$ cat config.mk
export PLATFORM = sky130hd
export DESIGN_NAME = acc_alu
export DESIGN_NICKNAME = d
export VERILOG_FILES = /design/src/rtl/acc_alu_pkg.sv /design/src/rtl/alu_nibble_adder.sv /design/src/rtl/alu_ctrl.sv /design/src/rtl/alu_dpath.sv /design/src/rtl/acc_alu.sv
export SDC_FILE = /design/constraint.sdc
export NUM_CORES = 1
export LEC_CHECK = 0
export ABC_AREA = 1
export BUFFER_PORTS_ARGS = -buffer_cell sky130_fd_sc_hd__buf_2
export CORE_ASPECT_RATIO = 1.25
export CORE_UTILIZATION = 39
export DETAILED_ROUTE_END_ITERATION = 8
export GPL_TIMING_DRIVEN = 1
export PLACE_DENSITY = 0.73
export SLEW_MARGIN = 20
export SYNTH_ARGS = -nofsm -noshare
export SYNTH_HDL_FRONTEND = slang
export SYNTH_SLANG_ARGS = --single-unit
export TNS_END_PERCENT = 20
$ cat constraint.sdc
create_clock -name vclk -period 4
set_input_delay 0.2 -clock vclk [all_inputs]
set_output_delay 0.2 -clock vclk [all_outputs]
set_load 0.02 [all_outputs]
$ cat src/rtl/acc_alu_pkg.sv
package acc_alu_pkg;

  // flag byte bit positions (neighbouring logic decodes these)
  localparam int FLAG_S  = 7;
  localparam int FLAG_Z  = 6;
  localparam int FLAG_AC = 4;
  localparam int FLAG_P  = 2;
  localparam int FLAG_CY = 0;

  typedef enum logic [4:0] {
    OP_ADD = 5'd0,
    OP_ADC = 5'd1,
    OP_SUB = 5'd2,
    OP_SBB = 5'd3,
    OP_CMP = 5'd4,
    OP_AND = 5'd5,
    OP_OR  = 5'd6,
    OP_XOR = 5'd7,
    OP_INC = 5'd8,
    OP_DEC = 5'd9,
    OP_RLC = 5'd10,
    OP_RRC = 5'd11,
    OP_RAL = 5'd12,
    OP_RAR = 5'd13,
    OP_CMA = 5'd14,
    OP_CMC = 5'd15,
    OP_STC = 5'd16
  } aluOp_e;

  localparam int OP_LAST = 16;

  typedef enum logic [2:0] {
    U_PASS, U_ADD, U_AND, U_OR, U_XOR, U_ROT, U_NOT
  } unit_e;

  typedef enum logic [1:0] {
    AC_KEEP, AC_ARITH, AC_SET, AC_CLEAR
  } acMode_e;

  typedef enum logic [2:0] {
    CY_KEEP, CY_ARITH, CY_CLEAR, CY_ROT, CY_INVERT, CY_SET
  } cyMode_e;

  typedef struct packed {
    unit_e   unit;
    logic    useOne;    // second adder input is the constant one
    logic    subtract;  // invert operand, carry becomes borrow
    logic    useCarry;  // fold incoming CY into the adder
    logic    rotRight;
    logic    rotThru;   // rotate through CY instead of circular
    logic    updSzp;
    acMode_e acMode;
    cyMode_e cyMode;
    logic    writeAcc;
  } aluCtrl_t;

endpackage

$ cat src/rtl/alu_nibble_adder.sv
module alu_nibble_adder #(
  parameter int DATA_W = 8,
  parameter int NIB_W  = 4
) (
  input  logic [DATA_W-1:0] a,
  input  logic [DATA_W-1:0] b,
  input  logic              cin,
  output logic [DATA_W-1:0] sum,
  output logic              halfCarry,
  output logic              carryOut
);
  localparam int HI_W = DATA_W - NIB_W;

  logic [NIB_W:0] loSum;
  logic [HI_W:0]  hiSum;

  // split so the carry out of the low nibble is visible
  always_comb begin
    loSum = {1'b0, a[NIB_W-1:0]} + {1'b0, b[NIB_W-1:0]} + {{NIB_W{1'b0}}, cin};
    hiSum = {1'b0, a[DATA_W-1:NIB_W]} + {1'b0, b[DATA_W-1:NIB_W]}
          + {{HI_W{1'b0}}, loSum[NIB_W]};
  end

  assign sum       = {hiSum[HI_W-1:0], loSum[NIB_W-1:0]};
  assign halfCarry = loSum[NIB_W];
  assign carryOut  = hiSum[HI_W];
endmodule

$ cat src/rtl/alu_ctrl.sv
module alu_ctrl
  import acc_alu_pkg::*;
#(
  parameter int OP_W = 5
) (
  input  logic [OP_W-1:0] opSel,
  output aluCtrl_t        ctrl
);
  always_comb begin
    ctrl          = '0;
    ctrl.unit     = U_PASS;
    ctrl.acMode   = AC_KEEP;
    ctrl.cyMode   = CY_KEEP;
    ctrl.writeAcc = 1'b1;
    case (opSel)
      OP_ADD, OP_ADC: begin
        ctrl.unit     = U_ADD;
        ctrl.useCarry = (opSel == OP_ADC);
        ctrl.updSzp   = 1'b1;
        ctrl.acMode   = AC_ARITH;
        ctrl.cyMode   = CY_ARITH;
      end
      OP_SUB, OP_SBB, OP_CMP: begin
        ctrl.unit     = (opSel == OP_CMP) ? U_PASS : U_ADD;
        ctrl.subtract = 1'b1;
        ctrl.useCarry = (opSel == OP_SBB);
        ctrl.updSzp   = 1'b1;
        ctrl.acMode   = AC_ARITH;
        ctrl.cyMode   = CY_ARITH;
        ctrl.writeAcc = (opSel != OP_CMP);
      end
      OP_AND, OP_OR, OP_XOR: begin
        ctrl.unit   = (opSel == OP_AND) ? U_AND : (opSel == OP_OR) ? U_OR : U_XOR;
        ctrl.updSzp = 1'b1;
        ctrl.acMode = (opSel == OP_AND) ? AC_SET : AC_CLEAR;
        ctrl.cyMode = CY_CLEAR;
      end
      OP_INC, OP_DEC: begin
        ctrl.unit     = U_ADD;
        ctrl.useOne   = 1'b1;
        ctrl.subtract = (opSel == OP_DEC);
        ctrl.updSzp   = 1'b1;
        ctrl.acMode   = AC_ARITH;
      end
      OP_RLC, OP_RRC, OP_RAL, OP_RAR: begin
        ctrl.unit     = U_ROT;
        ctrl.rotRight = (opSel == OP_RRC) || (opSel == OP_RAR);
        ctrl.rotThru  = (opSel == OP_RAL) || (opSel == OP_RAR);
        ctrl.cyMode   = CY_ROT;
      end
      OP_CMA: ctrl.unit = U_NOT;
      OP_CMC: begin
        ctrl.cyMode   = CY_INVERT;
        ctrl.writeAcc = 1'b0;
      end
      OP_STC: begin
        ctrl.cyMode   = CY_SET;
        ctrl.writeAcc = 1'b0;
      end
      default: ctrl.writeAcc = 1'b0;
    endcase
  end
endmodule

$ cat src/rtl/alu_dpath.sv
module alu_dpath
  import acc_alu_pkg::*;
#(
  parameter int DATA_W = 8,
  parameter int NIB_W  = 4
) (
  input  logic [DATA_W-1:0] accIn,
  input  logic [DATA_W-1:0] operand,
  input  logic [DATA_W-1:0] flagsIn,
  input  aluCtrl_t          ctrl,
  output logic [DATA_W-1:0] accOut,
  output logic [DATA_W-1:0] flagsOut
);
  localparam logic [DATA_W-1:0] ONE = DATA_W'(1);

  logic              cyIn;
  logic [DATA_W-1:0] bSel, bAdd, sum, rotated, result, szpSrc;
  logic              carryTerm, cin, halfCarry, carryOut;
  logic              arithCy, arithAc, rotCy;

  assign cyIn      = flagsIn[FLAG_CY];
  assign bSel      = ctrl.useOne ? ONE : operand;
  assign bAdd      = ctrl.subtract ? ~bSel : bSel;
  assign carryTerm = ctrl.useCarry & cyIn;
  assign cin       = ctrl.subtract ? ~carryTerm : carryTerm;

  alu_nibble_adder #(.DATA_W(DATA_W), .NIB_W(NIB_W)) u_adder (
    .a        (accIn),
    .b        (bAdd),
    .cin      (cin),
    .sum      (sum),
    .halfCarry(halfCarry),
    .carryOut (carryOut)
  );

  // in subtract mode a missing carry means a borrow
  assign arithCy = ctrl.subtract ? ~carryOut  : carryOut;
  assign arithAc = ctrl.subtract ? ~halfCarry : halfCarry;

  always_comb begin
    if (ctrl.rotRight) begin
      rotated = {ctrl.rotThru ? cyIn : accIn[0], accIn[DATA_W-1:1]};
      rotCy   = accIn[0];
    end else begin
      rotated = {accIn[DATA_W-2:0], ctrl.rotThru ? cyIn : accIn[DATA_W-1]};
      rotCy   = accIn[DATA_W-1];
    end
  end

  always_comb begin
    case (ctrl.unit)
      U_ADD:   result = sum;
      U_AND:   result = accIn & operand;
      U_OR:    result = accIn | operand;
      U_XOR:   result = accIn ^ operand;
      U_ROT:   result = rotated;
      U_NOT:   result = ~accIn;
      default: result = accIn;
    endcase
  end

  // compare reports flags of the difference while the accumulator holds
  assign szpSrc = (ctrl.unit == U_PASS) ? sum : result;

  always_comb begin
    flagsOut = flagsIn;
    if (ctrl.updSzp) begin
      flagsOut[FLAG_S] = szpSrc[DATA_W-1];
      flagsOut[FLAG_Z] = (szpSrc == '0);
      flagsOut[FLAG_P] = ~^szpSrc;
    end
    case (ctrl.acMode)
      AC_ARITH: flagsOut[FLAG_AC] = arithAc;
      AC_SET:   flagsOut[FLAG_AC] = 1'b1;
      AC_CLEAR: flagsOut[FLAG_AC] = 1'b0;
      default:  ;
    endcase
    case (ctrl.cyMode)
      CY_ARITH:  flagsOut[FLAG_CY] = arithCy;
      CY_CLEAR:  flagsOut[FLAG_CY] = 1'b0;
      CY_ROT:    flagsOut[FLAG_CY] = rotCy;
      CY_INVERT: flagsOut[FLAG_CY] = ~cyIn;
      CY_SET:    flagsOut[FLAG_CY] = 1'b1;
      default:   ;
    endcase
  end

  assign accOut = result;
endmodule

$ cat src/rtl/acc_alu.sv
module acc_alu
  import acc_alu_pkg::*;
#(
  parameter int DATA_W = 8,
  parameter int OP_W   = 5
) (
  input  logic [DATA_W-1:0] accIn,
  input  logic [DATA_W-1:0] operand,
  input  logic [DATA_W-1:0] flagsIn,
  input  logic [OP_W-1:0]   opSel,
  output logic [DATA_W-1:0] accOut,
  output logic [DATA_W-1:0] flagsOut,
  output logic              accWrite
);
  localparam int NIB_W = DATA_W / 2;
  localparam logic [DATA_W-1:0] RSV_MASK = DATA_W'(8'h2A);

  aluCtrl_t ctrl;

  alu_ctrl #(.OP_W(OP_W)) u_ctrl (
    .opSel(opSel),
    .ctrl (ctrl)
  );

  alu_dpath #(.DATA_W(DATA_W), .NIB_W(NIB_W)) u_dpath (
    .accIn   (accIn),
    .operand (operand),
    .flagsIn (flagsIn),
    .ctrl    (ctrl),
    .accOut  (accOut),
    .flagsOut(flagsOut)
  );

  assign accWrite = ctrl.writeAcc;

  // port-level checks tying decode and datapath together
  always_comb begin
    if (opSel == OP_ADD)
      p_add_sum_r1: assert (accOut == DATA_W'(accIn + operand)) else $error("add sum");
    if (opSel == OP_SUB)
      p_sub_borrow_r2: assert (flagsOut[FLAG_CY] == (accIn < operand)) else $error("sub borrow");
    if (opSel == OP_CMP && accIn == operand)
      p_cmp_equal_r3: assert (flagsOut[FLAG_Z] && !flagsOut[FLAG_CY]) else $error("cmp equal");
    if (opSel == OP_AND || opSel == OP_OR || opSel == OP_XOR)
      p_logic_cy_r4: assert (!flagsOut[FLAG_CY]) else $error("logic carry");
    if (opSel == OP_INC || opSel == OP_DEC)
      p_step_cy_r5: assert (flagsOut[FLAG_CY] == flagsIn[FLAG_CY]) else $error("step carry");
    if (opSel == OP_RLC)
      p_rlc_wrap_r6: assert (accOut[0] == accIn[DATA_W-1] && flagsOut[FLAG_CY] == accIn[DATA_W-1])
        else $error("rlc wrap");
    if (opSel == OP_RAR)
      p_rar_thru_r7: assert (accOut[DATA_W-1] == flagsIn[FLAG_CY] && flagsOut[FLAG_CY] == accIn[0])
        else $error("rar through");
    if (opSel == OP_CMA)
      p_cma_flags_r8: assert (flagsOut == flagsIn && accOut == ~accIn) else $error("cma");
    if (opSel == OP_STC)
      p_stc_set_r9: assert (flagsOut[FLAG_CY] && accOut == accIn) else $error("stc");
    p_rsv_pass_r10: assert ((flagsOut & RSV_MASK) == (flagsIn & RSV_MASK)) else $error("reserved bits");
    if (!accWrite)
      p_hold_acc_r11: assert (accOut == accIn) else $error("hold acc");
    if (opSel > OP_W'(OP_LAST))
      p_unused_r11: assert (!accWrite && flagsOut == flagsIn) else $error("unused code");
  end
endmodule

# Word level (Yosys, flattened, before mapping)
# Cells that the tools add are included.
dict set report word_totals {
  inputBits 29
  reg_bits 0
}
dict set report op_classes {
  n_addsub 4
  muxes 27
  reduce_logical 15
  bitwise 10
  eq_ne 31
}
# op n
set op_table {}
lappend op_table {{one-hot mux 8 bit (6 select lines)} 1}
lappend op_table {{== test 5 x 4 -> 1 bit (second input constant)} 8}
lappend op_table {{2-to-1 mux 8 bit} 4}
lappend op_table {{one-hot mux 3 bit (5 select lines)} 2}
lappend op_table {{== test 5 x 3 -> 1 bit (second input constant)} 4}
lappend op_table {{inverter 8 bit} 2}
lappend op_table {{== test 3 bit (second input constant)} 5}
lappend op_table {{== test 3 x 2 -> 1 bit (second input constant)} 4}
lappend op_table {{OR reduction 12 bit} 1}
lappend op_table {{adder 4 x 4 -> 5 bit} 2}
lappend op_table {{adder 5 x 1 -> 5 bit} 2}
lappend op_table {{== test 5 x 2 -> 1 bit (second input constant)} 2}
lappend op_table {{2-to-1 mux 1 bit} 10}
lappend op_table {{bitwise AND 8 bit} 1}
lappend op_table {{zero test 8 bit} 1}
lappend op_table {{OR 8 bit} 1}
lappend op_table {{OR reduction 4 bit} 2}
lappend op_table {{XNOR reduction 8 bit} 1}
lappend op_table {{bitwise XOR 8 bit} 1}
lappend op_table {{OR reduction 7 bit} 1}
lappend op_table {{== test 3 x 1 -> 1 bit (second input constant)} 2}
lappend op_table {{2-to-1 mux 3 bit} 2}
lappend op_table {{one-hot mux 1 bit (2 select lines)} 3}
lappend op_table {{one-hot mux 3 bit (2 select lines)} 1}
lappend op_table {{other kinds (16)} 24}

# Depth between registers and ports, before layout
# Gate-level depths: netlist (run 1).
dict set report logic_depth {
  ltp_word 13
  depth_mapped 25
  mapped_depth_nobuf 24
}

# Hierarchy
# From an unflattened synthesis (run 1), not the netlist that was laid out.
dict set report unflattened {
  cells_unflattened 332
  area_unflattened_um2 1839.3
}
# mod cells_each area_per_inst_um2 n_inst
set by_module_without_submodules {}
lappend by_module_without_submodules {alu_dpath 226 1247.4 1}
lappend by_module_without_submodules {alu_nibble_adder 43 305.3 1}
lappend by_module_without_submodules {alu_ctrl 63 286.5 1}

# Worst setup path before layout (run 1)
# Ideal clock, no wire load.
dict set report synth_timing {
  kind {input port to output port}
  start {input port opSel[1]}
  end {output port flagsOut[2]}
  t_required_ps 3800
  slack_ps -713
  path_buffers 2
  path_stages 24
  arrival_ps 4513
  cell_sequence {buf_4 -> nor2_4 -> nand2_1 -> nor2_1 -> nor2_4 -> nand2_2 -> buf_6 -> xnor2_1 -> fa_1 -> fa_1 -> a21oi_1 -> o21bai_1 -> fa_1 -> fa_1 -> xor2_1 -> nand2_1 -> nand2_1 -> nor2_1 -> nand3_1 -> o21ai_1 -> ha_1 -> xor2_1 -> xnor2_1 -> o21ai_0}
}
dict set report synth_between {
  elab_chain_len 13
}
# item line
set synth_rtl {}
lappend synth_rtl {{start, declared} acc_alu.sv:10} ;# input logic [OP_W-1:0] opSel,
lappend synth_rtl {{== test 5 x 4 -> 1 bit (on tied branches)} {alu_ctrl.sv:15, alu_ctrl.sv:41}}
lappend synth_rtl {{OR reduction 2 bit} n/a}
lappend synth_rtl {{2-to-1 mux 1 bit} alu_ctrl.sv:15} ;# case (opSel)
lappend synth_rtl {{2-to-1 mux 8 bit} alu_dpath.sv:22} ;# assign bSel = ctrl.useOne ? ONE : operand;
lappend synth_rtl {{inverter 8 bit} alu_dpath.sv:23} ;# assign bAdd = ctrl.subtract ? ~bSel : bSel;
lappend synth_rtl {{2-to-1 mux 8 bit} alu_dpath.sv:23}
lappend synth_rtl {{adder 4 x 4 -> 5 bit} alu_nibble_adder.sv:19} ;# loSum = {1'b0, a[NIB_W-1:0]} + {1'b0, b[NIB_W-1:0]} + {{NIB_W{1'b0}}, cin};
lappend synth_rtl {{adder 5 x 1 -> 5 bit} alu_nibble_adder.sv:19}
lappend synth_rtl {{adder 5 x 1 -> 5 bit} alu_nibble_adder.sv:21} ;# + {{HI_W{1'b0}}, loSum[NIB_W]};
lappend synth_rtl {{one-hot mux 8 bit (6 select lines)} alu_dpath.sv:51} ;# case (ctrl.unit)
lappend synth_rtl {{2-to-1 mux 8 bit} alu_dpath.sv:63} ;# assign szpSrc = (ctrl.unit == U_PASS) ? sum : result;
lappend synth_rtl {{XNOR reduction 8 bit} alu_dpath.sv:70} ;# flagsOut[FLAG_P] = ~^szpSrc;
lappend synth_rtl {{2-to-1 mux 1 bit (*)} alu_dpath.sv:67} ;# if (ctrl.updSzp) begin
lappend synth_rtl {{end, declared} acc_alu.sv:12} ;# output logic [DATA_W-1:0] flagsOut,
# Every way passes the cells marked *; elsewhere a longest branch is shown, timed or not.

# Worst setup path after layout (run 1)
dict set report layout_timing {
  start {input port opSel[2]}
  end {output port flagsOut[2]}
}
# The elaborated chain is that of the path after synthesis.

==> results.md, run 1 <==
- Most common cell on crit path: fa_2
- Final routed wire length divided by cell count: 12.2 µm
- Aggregate global-route resource usage: 0.225
- Combinational share of power: 1.000
- Total number of sequential cells: 0
- Most frequent cells in the layout: 93 x nand2_1, 40 x buf_2, 38 x inv_1, 28 x nor2_1, 26 x ha_1
- Critical path buffer and inverter count: 3
- Largest net degree at the start of global routing: 19
- CP required: 3.80 ns
- Worst-Margin Slew: 0.525 ns
- Met2 track demand over resource in global routing: 0.388
- DR DRC count: 0
- Gate family responsible for the most delay along the worst path: adder cells
- Type of the most critical hold path: input port to primary output
- Number of max-cap violations: 0
- Total I/O pin count: 46
- Setup violation total in the final timing report: 2
- Clock group share of total power: 0
- Net switching fraction of the power: 0.588
- Finished Layout Cells: 408
- Horizontal extent of the die: 62.0 µm
- Final nets: 413
- Distinct cell type count of the synthesized netlist: 32
- Worst IR drop on VDD: 0.113 mV
- Largest fanout of any net on the critical path: 5
- Vias: 2043
- Placed Cells: 408
- Ordered list of cells on the worst path: buf_2 > nor2_2 > inv_1 > nor2_2 > nor2_4 > nand2_2 > xnor2_1 > fa_2 > fa_2 > a21oi_2 > o21bai_1 > fa_2 > fa_2 > xor2_1 > nand2_1 > nand2_1 > nor2_1 > nand3_1 > o21ai_1 > ha_1 > xor2_1 > xnor2_1 > o21ai_2 > buf_2
- Average cell area after synthesis: 5.93 µm²
- Post-Syn Nets: 355
- Worst hold margin: 0.400 ns
- Busiest grt layer: met2
- Final hold viol count: 0
- Grt ovf: 0
- Endpoint class of the critical path: primary output
- Crit Path Class: input port to primary output
- Critical path's slowest cell: fa_2
- First DRT Iteration DRCs: 120
- Met3 track demand over resource in global routing: 0.00675
- Final design area excluding fillers: 2180 µm²
- # diodes: 0
- Pint: 0.000168 W
- Fraction of final layout cells with drive strength greater than 1: 0.259
- Post-synthesis instance area: 1750 µm²
- Highest clock rate: 231 MHz
- Period minus WS final: 4.33 ns
- Pins Over Slew Limit: 0
- Yosys synthesis warning count: 0
- First-pass GRT wire length: 8.45 mm
- Fraction of the core area covered by cells at the end of the flow: 0.518
- Drt pass-1 iters: 4
- Via count of the first global-routing pass: 1963
- Portion of the clock cycle consumed by the worst path in the final layout: 1.08
- Minimum setup slack in the final design: -0.329 ns
- Max-slew headroom: 0.649
- Summed negative setup slack over all endpoints: -0.372 ns
- Pleak: 1.23 nW
- Area of all sequential standard cells: 0 µm²
- Number of core rows: 26
- Effective utilization at floorplan: 0.418
- Switching power total: 0.000240 W
- Power density over the cells: 188 nW/µm²
- Highest cell delay on the worst timing path: 0.38 ns
- GR Layer Usage met1: 0.294
- Outcome: finished, violations left
- Placeable core region: 4200 µm²
- Count of input and output buffers: 40
- Routed vias/inst: 5.01
- Number of antenna violations at the first check in global routing: 0
- Unrepaired setup endpoints after global routing: yes
- Flop pwr share: 0
- Buffer count from post-CTS setup fixing: 0
- Area growth from synthesis to final layout: 24.0%
- Placed cell area: 2160 µm²
- Y dimension of the die: 77.0 µm
- Remaining antenna violation count after routing: 0
- Gate Count Post-Synth: 296
- Worst Setup Start Kind: input port
- Most frequent standard cell in the layout excluding fill and tap cells: nand2_1
- Endpoint arrival time on the critical path: 4.13 ns
- Final weighted congestion in routability-driven placement: 0.896
- Violations in the final reports: setup timing
- Part of the Yosys area used for sequential elements: 0
- Clock buffer instance count of the final layout: 0
- Half-perimeter wire length of the detailed placement result: 4.02 mm
- Die Outline Area: 4770 µm²
- Total wire length after detailed routing: 4.98 mm
## final cells by class
type | instances | area [µm²]
multi-input combinational | 248 | 1570
inverter | 40 | 153
tap | 56 | 70.1
timing repair buffer | 64 | 380
fill | 455 | 2020
## cells by family after synthesis
family | after synthesis | synth area share
AOI/OAI and AO/OA | 34 | 0.127
adders and majority gates | 30 | 0.231
and+or+nand+nor | 169 | 0.444
xor gates and xnor gates | 15 | 0.0749
buffers and inverters | 48 | 0.123
## layer usage
metal	vias up	share of wire
li1	1071	-
met1	898	0.43
met2	66	0.50
met3	8	0.055
met4	0	0.016
met5	-	0
## per-stage QoR
stage | setup WS, ns | power, W
after global placement | -0.300 | 0.000397
after global routing | -0.592 | 0.000458
final | -0.329 | 0.000408
after floorplan | -0.209 | 0.000283
after detailed placement | -0.383 | 0.000403
after CTS | -0.334 | 0.000406
## worst paths after layout
| kind | start | endpoint | slack (ns) | cells past startpoint |
|---|---|---|---|---|
| worst min-delay path | flagsIn[1] | flagsOut[1] | 0.40 | 0 |
| worst max-delay path | opSel[2] | flagsOut[2] | -0.33 | 24 |
## what timing repair did
item | CTS | global route
resized for setup | 5 | 1
pin swaps | 1 | 1
hold buffers | 0 | 0
setup endpoints to repair | 2 | 2
## synth_stat cells (all sizes together)
master | n | share of area
buf | 7 | 0.034
a22oi | 1 | 0.0043
o22ai | 1 | 0.0036
or2 | 1 | 0.0036
nor2 | 38 | 0.10
o21ai | 9 | 0.032
inv | 40 | 0.087
o211ai | 14 | 0.060
nor3 | 2 | 0.019
ha | 26 | 0.19
fa | 4 | 0.046
xnor2 | 5 | 0.025
a21oi | 8 | 0.023
clkbuf | 1 | 0.0021
xor2 | 10 | 0.050
nand4 | 4 | 0.014
o21bai | 1 | 0.0043
nand3b | 2 | 0.0086
nor4 | 2 | 0.0071
nand2 | 97 | 0.21
nand3 | 23 | 0.076
## power by group through the flow
stage	logic [W]	clock network, W	registers, W
global route	0.000458	0	0
detailed placement	0.000403	0	0
floorplan	0.000283	0	0
CTS	0.000406	0	0
global placement	0.000397	0	0
finish	0.000408	0	0
No activity file was read; power rests on OpenSTA's default activity.
==> run 2: changes to the inputs <==
PLACE_DENSITY = 0.67   (was 0.73)
SETUP_SLACK_MARGIN = 0.02   (was default)
==> run 2 against run 1 <==
Effect of this change: the run still ends with setup timing left; sequential share of layout area unchanged; combinational power increased by 2%; worst setup slack got worse by 0.018 ns; global-route usage increased by 0.43 points; flip-flop and latch count unchanged; critical path depth unchanged; critical path type unchanged; largest power group unchanged.
==> results.md, run 2 (synthesis results as in run 1) <==
- Pleak: 1.24 nW (was 1.23 nW)
- Area growth from synthesis to final layout: 25.2% (was 24.0%)
- Final hold viol count: 0 (unchanged)
- Summed negative setup slack over all endpoints: -0.417 ns (was -0.372 ns)
- Largest net degree at the start of global routing: 19 (unchanged)
- Horizontal extent of the die: 62.0 µm (unchanged)
- Dpl ws: -0.400 ns (was -0.383 ns)
- Aggregate global-route resource usage: 0.230 (was 0.225)
- Highest clock rate: 230 MHz (was 231 MHz)
- Pint: 0.000175 W (was 0.000168 W)
- Combinational share of power: 1.000 (about the same)
- Setup violation total in the final timing report: 2 (unchanged)
- Most common cell on crit path: fa_2 (unchanged)
- Crit Path Class: input port to primary output (unchanged)
- Portion of the clock cycle consumed by the worst path in the final layout: 1.09 (was 1.08)
- Minimum setup slack in the final design: -0.348 ns (was -0.329 ns)
- Critical path's slowest cell: fa_2 (unchanged)
- Number of cells on the worst hold path: 0 (unchanged)
- Worst IR drop on VDD: 0.154 mV (was 0.113 mV)
- Final weighted congestion in routability-driven placement: 0.929 (was 0.896)
- Type of the most critical hold path: input port to primary output (unchanged)
- Number of buffers inserted for hold repair after clock tree synthesis: 0 (unchanged)
- Clock group share of total power: 0 (about the same)
- Remaining antenna violation count after routing: 0 (unchanged)
- Drt pass-1 iters: 4 (unchanged)
- Highest cell delay on the worst timing path: 0.38 ns (about the same)
- Half-perimeter wire length of the detailed placement result: 4.01 mm (was 4.02 mm)
- Count of input and output buffers: 40 (unchanged)
- Fraction of final layout cells with drive strength greater than 1: 0.272 (was 0.259)
- CP required: 3.80 ns (about the same)
- Max-slew headroom: 0.624 (was 0.649)
- Final routed wire length divided by cell count: 12.6 µm (was 12.2 µm)
- First DRT Iteration DRCs: 98 (was 120)
- DR DRC count: 0 (unchanged)
- Most frequent standard cell in the layout excluding fill and tap cells: nand2_1 (unchanged)
- Largest fanout of any net on the critical path: 5 (unchanged)
- Endpoint arrival time on the critical path: 4.15 ns (was 4.13 ns)
- Most frequent cells in the layout: 93 x nand2_1, 40 x buf_2, 37 x inv_1, 28 x nor2_1, 26 x ha_1 (was 93 x nand2_1, 40 x buf_2, 38 x inv_1, 28 x nor2_1, 26 x ha_1)
- Grt ovf: 0 (unchanged)
- Flop pwr share: 0 (about the same)
- Pins Over Slew Limit: 0 (unchanged)
- Outcome: finished, violations left (unchanged)
- Number of core rows: 26 (unchanged)
- Endpoint class of the critical path: primary output (unchanged)
- Endpoint, Worst Hold: flagsOut[1] (unchanged)
- Total I/O pin count: 46 (unchanged)
- Switching power total: 0.000243 W (was 0.000240 W)
- Number of antenna violations at the first check in global routing: 0 (unchanged)
- Number of max-cap violations: 0 (unchanged)
- Fraction of the core area covered by cells at the end of the flow: 0.524 (was 0.518)
- Via count of the first global-routing pass: 1894 (was 1963)
- Y dimension of the die: 77.0 µm (unchanged)
- Die Outline Area: 4770 µm² (unchanged)
- Finished Layout Cells: 409 (was 408)
- Multi-input combinational cell area: 1590 µm² (was 1570 µm²)
- Worst-Margin Slew: 0.563 ns (was 0.525 ns)
- # diodes: 0 (unchanged)
- Clock buffer instance count of the final layout: 0 (unchanged)
- Total number of sequential cells: 0 (unchanged)
- Placed Cells: 408 (unchanged)
- Area of all sequential standard cells: 0 µm² (unchanged)
- Net switching fraction of the power: 0.581 (was 0.588)
- Total wire length after detailed routing: 5.16 mm (was 4.98 mm)
- Period minus WS final: 4.35 ns (was 4.33 ns)
- Worst Setup Start Kind: input port (unchanged)
- First-pass GRT wire length: 8.61 mm (was 8.45 mm)
- Unrepaired setup endpoints after global routing: yes (unchanged)
- Placeable core region: 4200 µm² (unchanged)
- Filler cell count in the final layout: 455 (unchanged)
- Vias: 2027 (was 2043)
- Final nets: 414 (was 413)
- Effective utilization at floorplan: 0.418 (unchanged)
- Violations in the final reports: setup timing (unchanged)
- Routed vias/inst: 4.96 (was 5.01)
- Ordered list of cells on the worst path: buf_2 > nor2_2 > inv_1 > nor2_2 > nor2_4 > nand2_2 > xnor2_2 > fa_2 > fa_2 > a21oi_2 > o21bai_2 > fa_2 > fa_2 > xor2_2 > nand2_1 > nand2_1 > nor2_1 > nand3_1 > o21ai_1 > ha_1 > xor2_1 > xnor2_1 > o21ai_2 > buf_2 (was buf_2 > nor2_2 > inv_1 > nor2_2 > nor2_4 > nand2_2 > xnor2_1 > fa_2 > fa_2 > a21oi_2 > o21bai_1 > fa_2 > fa_2 > xor2_1 > nand2_1 > nand2_1 > nor2_1 > nand3_1 > o21ai_1 > ha_1 > xor2_1 > xnor2_1 > o21ai_2 > buf_2)
- Power density over the cells: 190 nW/µm² (was 188 nW/µm²)
- Worst hold path startpoint: flagsIn[1] (unchanged)
## run 2: cell types whose count changed in the layout (fill, tap and decap cells not counted)
cell      change
xor2_1        -1
xnor2_2       +1
nor2_2        +1
inv_2         +1
xnor2_1       -1
nor2_4        -1
o21bai_1      -1
buf_4         +1
xor2_2        +1
inv_1         -1
o21bai_2      +1
## run 2: final cells by class
| type | instances | area share |
|---|---|---|
| inverter | 40 | 0.0695 |
| multi-input combinational | 248 | 0.722 |
| tap | 56 | 0.0319 |
| timing repair buffer | 65 | 0.177 |
## run 2: power by group through the flow
stage	registers [W]	clock network [W]	logic (W)
after floorplan	0	0	0.000283
after global placement	0	0	0.000400
after detailed placement	0	0	0.000403
after CTS	0	0	0.000411
after global routing	0	0	0.000464
final	0	0	0.000418
## run 2: how the worst max path moves through the flow
stage | start | endpoint | slack [ns] | depth (start not counted)
finish | opSel[2] | flagsOut[2] | -0.35 | 24
floorplan | opSel[1] | flagsOut[2] | -0.21 | 24
detailed placement | opSel[2] | flagsOut[2] | -0.40 | 24
global route | opSel[3] | flagsOut[2] | -0.58 | 25
CTS | opSel[3] | flagsOut[2] | -0.33 | 25
global placement | opSel[2] | flagsOut[2] | -0.32 | 24
## run 2: repair_timing
item | in CTS | in global routing
pin swaps | 1 | 1
setup buffers | 1 | 0
gates resized for setup | 5 | 4
setup endpoints to repair | 2 | 3
## run 2: stage by stage
step | instance area [µm²] | total power (W) | hold slack (ns)
floorplan | 1770 | 0.000283 | 0.513
global placement | 2160 | 0.000400 | 0.400
detailed placement | 2160 | 0.000403 | 0.400
CTS | 2180 | 0.000411 | 0.400
global route | 2200 | 0.000464 | 0.400
finish | 2200 | 0.000418 | 0.400
## run 2: worst max-delay path, delay by kind of cell
family	cells	cell delay (ns)
compound gates	4	0.40
simple gates	8	0.79
buf+inv	3	0.37
fa+ha+maj	5	1.74
xor+xnor	4	0.67
## run 2: per-layer routing
metal	GRT usage	part of all wire
met2	0.391	0.51
met5	0	0
met4	0.0178	0.0029
met3	0.00169	0.054
met1	0.327	0.44
==> run 3: changes to the inputs <==
CORE_UTILIZATION = 45   (was 39)
PLACE_DENSITY = 0.75   (was 0.67)
==> run 3 against run 2 <==
Effect of this change: the run ends with DRC, setup timing left; critical path type unchanged; wire length shrank 1.4%; fmax grew 0.41%; core utilization grew 5.2 points; global-route usage grew 1.8 points; die area shrank 13%; hold slack is essentially flat; worst setup slack gained 0.018 ns; non-clock buffer count shrank 2; largest cell class unchanged; critical path depth grew 1; highest routed layer unchanged; count of clock-buffer cells in the layout is the same.
==> results.md, run 3 (synthesis results as in run 1) <==
- Outcome: finished, violations left (unchanged)
- Violations in the final reports: DRC, setup timing (was setup timing)
- Area growth from synthesis to final layout: 23.1% (was 25.2%)
- Net switching fraction of the power: 0.587 (was 0.581)
- Placeable core region: 3750 µm² (was 4200 µm²)
- Endpoint arrival time on the critical path: 4.13 ns (was 4.15 ns)
- Pins Over Slew Limit: 0 (unchanged)
- Minimum setup slack in the final design: -0.330 ns (was -0.348 ns)
- Die Outline Area: 4150 µm² (was 4770 µm²)
- Endpoint class of the critical path: primary output (unchanged)
- Worst-Margin Slew: 0.535 ns (was 0.563 ns)
- Half-perimeter wire length of the detailed placement result: 4.05 mm (was 4.01 mm)
- Y dimension of the die: 71.8 µm (was 77.0 µm)
- Power density over the cells: 190 nW/µm² (about the same)
- Final design area excluding fillers: 2160 µm² (was 2200 µm²)
- Number of max-cap violations: 0 (unchanged)
- Placed cell area: 2130 µm² (was 2160 µm²)
- Area of all sequential standard cells: 0 µm² (unchanged)
- Number of buffers inserted for hold repair after clock tree synthesis: 0 (unchanged)
- CP required: 3.80 ns (about the same)
- Setup violation total in the final timing report: 2 (unchanged)
- Vias: 2087 (was 2027)
- Combinational share of power: 1.000 (about the same)
- Max-slew headroom: 0.642 (was 0.624)
- Most frequent cells in the layout: 93 x nand2_1, 40 x buf_2, 38 x inv_1, 29 x nor2_1, 26 x ha_1 (was 93 x nand2_1, 40 x buf_2, 37 x inv_1, 28 x nor2_1, 26 x ha_1)
- Number of antenna violations at the first check in global routing: 0 (unchanged)
- Highest clock rate: 231 MHz (was 230 MHz)
- Total I/O pin count: 46 (unchanged)
- Effective utilization at floorplan: 0.467 (was 0.418)
- Number of core rows: 25 (was 26)
- First DRT Iteration DRCs: 115 (was 98)
- Routed vias/inst: 5.34 (was 4.96)
- Fraction of the core area covered by cells at the end of the flow: 0.575 (was 0.524)
- Final nets: 412 (was 414)
- Crit Path Class: input port to primary output (unchanged)
- First-pass GRT wire length: 8.36 mm (was 8.61 mm)
- Most frequent standard cell in the layout excluding fill and tap cells: nand2_1 (unchanged)
- Buffer count from post-CTS setup fixing: 0 (was 1)
- Horizontal extent of the die: 57.8 µm (was 62.0 µm)
- Unrepaired setup endpoints after global routing: yes (unchanged)
- Period minus WS final: 4.33 ns (was 4.35 ns)
- Clock buffer instance count of the final layout: 0 (unchanged)
- Total wire length after detailed routing: 5.09 mm (was 5.16 mm)
- Clock group share of total power: 0 (about the same)
- Pleak: 1.24 nW (about the same)
- Drt pass-1 iters: 6 (was 4)
- Largest fanout of any net on the critical path: 4 (was 5)
- Switching power total: 0.000241 W (was 0.000243 W)
- Placed Cells: 391 (was 408)
- Finished Layout Cells: 391 (was 409)
- # diodes: 0 (unchanged)
- Count of input and output buffers: 40 (unchanged)
- DR DRC count: 4 (was 0)
- Via count of the first global-routing pass: 1919 (was 1894)
- Remaining antenna violation count after routing: 0 (unchanged)
- Worst Setup Start Kind: input port (unchanged)
- Worst IR drop on VDD: 0.117 mV (was 0.154 mV)
- Flop pwr share: 0 (about the same)
- Aggregate global-route resource usage: 0.248 (was 0.230)
- Type of the most critical hold path: input port to primary output (unchanged)
- Worst hold margin: 0.400 ns (about the same)
- Final routed wire length divided by cell count: 13.0 µm (was 12.6 µm)
- Grt ovf: 0 (unchanged)
- Final weighted congestion in routability-driven placement: 0.953 (was 0.929)
- Portion of the clock cycle consumed by the worst path in the final layout: 1.08 (was 1.09)
- Final hold viol count: 0 (unchanged)
- Pint: 0.000170 W (was 0.000175 W)
- Fraction of final layout cells with drive strength greater than 1: 0.262 (was 0.272)
- Total number of sequential cells: 0 (unchanged)
- Largest net degree at the start of global routing: 19 (unchanged)
## run 3: worst paths after layout
| path | from | end | cells after the start |
|---|---|---|---|
| worst max-delay path | opSel[3] | flagsOut[2] | 25 |
| worst min-delay path | flagsIn[1] | flagsOut[1] | 0 |
## run 3: routing by layer
layer / global-route usage / part of all wire / up-vias
li1: - / - / 1065
met1: 0.319 / 0.42 / 938
met2: 0.462 / 0.51 / 75
met3: 0 / 0.060 / 9
met4: 0.0476 / 0.012 / 0
met5: 0 / 0 / -
## run 3: what timing repair did
item | in CTS | in global routing
pin swaps | 1 | 2
setup endpoints to repair | 2 | 2
resized for setup | 4 | 3
## run 3: layout make-up
class	count	area [µm²]
inverter	40	153
fill	404	1590
timing repair buffer	63	373
multi-input combinational	248	1580
tap	40	50.0
## run 3: per-stage QoR
stage               setup WS, ns  total power, W  TNS (ns)
finish                    -0.330        0.000411    -0.415
global route              -0.588        0.000453    -0.936
CTS                       -0.343        0.000402    -0.412
detailed placement        -0.367        0.000399    -0.478
global placement          -0.257        0.000395    -0.257
floorplan                 -0.209        0.000283    -0.367
## run 3: worst max-delay path: stages
cell      delay [ns]
buf_2           0.11
inv_1           0.07
nor2_2          0.12
nand2_2         0.08
nor2_4          0.11
nand2_1         0.07
nand2_2         0.13
xnor2_2         0.09
fa_2            0.38
fa_2            0.36
a21oi_2         0.13
o21bai_2        0.08
fa_2            0.36
fa_2            0.38
xor2_2          0.17
nand2_1         0.07
nand2_1         0.05
nor2_1          0.10
nand3_1         0.09
o21ai_1         0.10
ha_1            0.25
xor2_1          0.17
xnor2_1         0.21
o21ai_2         0.06
buf_2           0.16
## run 3: power by group through the flow
stage	Sequential (W)	Clock, W	Combinational [W]
2_1_floorplan	0	0	0.000283
3_3_place_gp	0	0	0.000395
3_5_place_dp	0	0	0.000399
4_1_cts	0	0	0.000402
5_1_grt	0	0	0.000453
6_report	0	0	0.000411
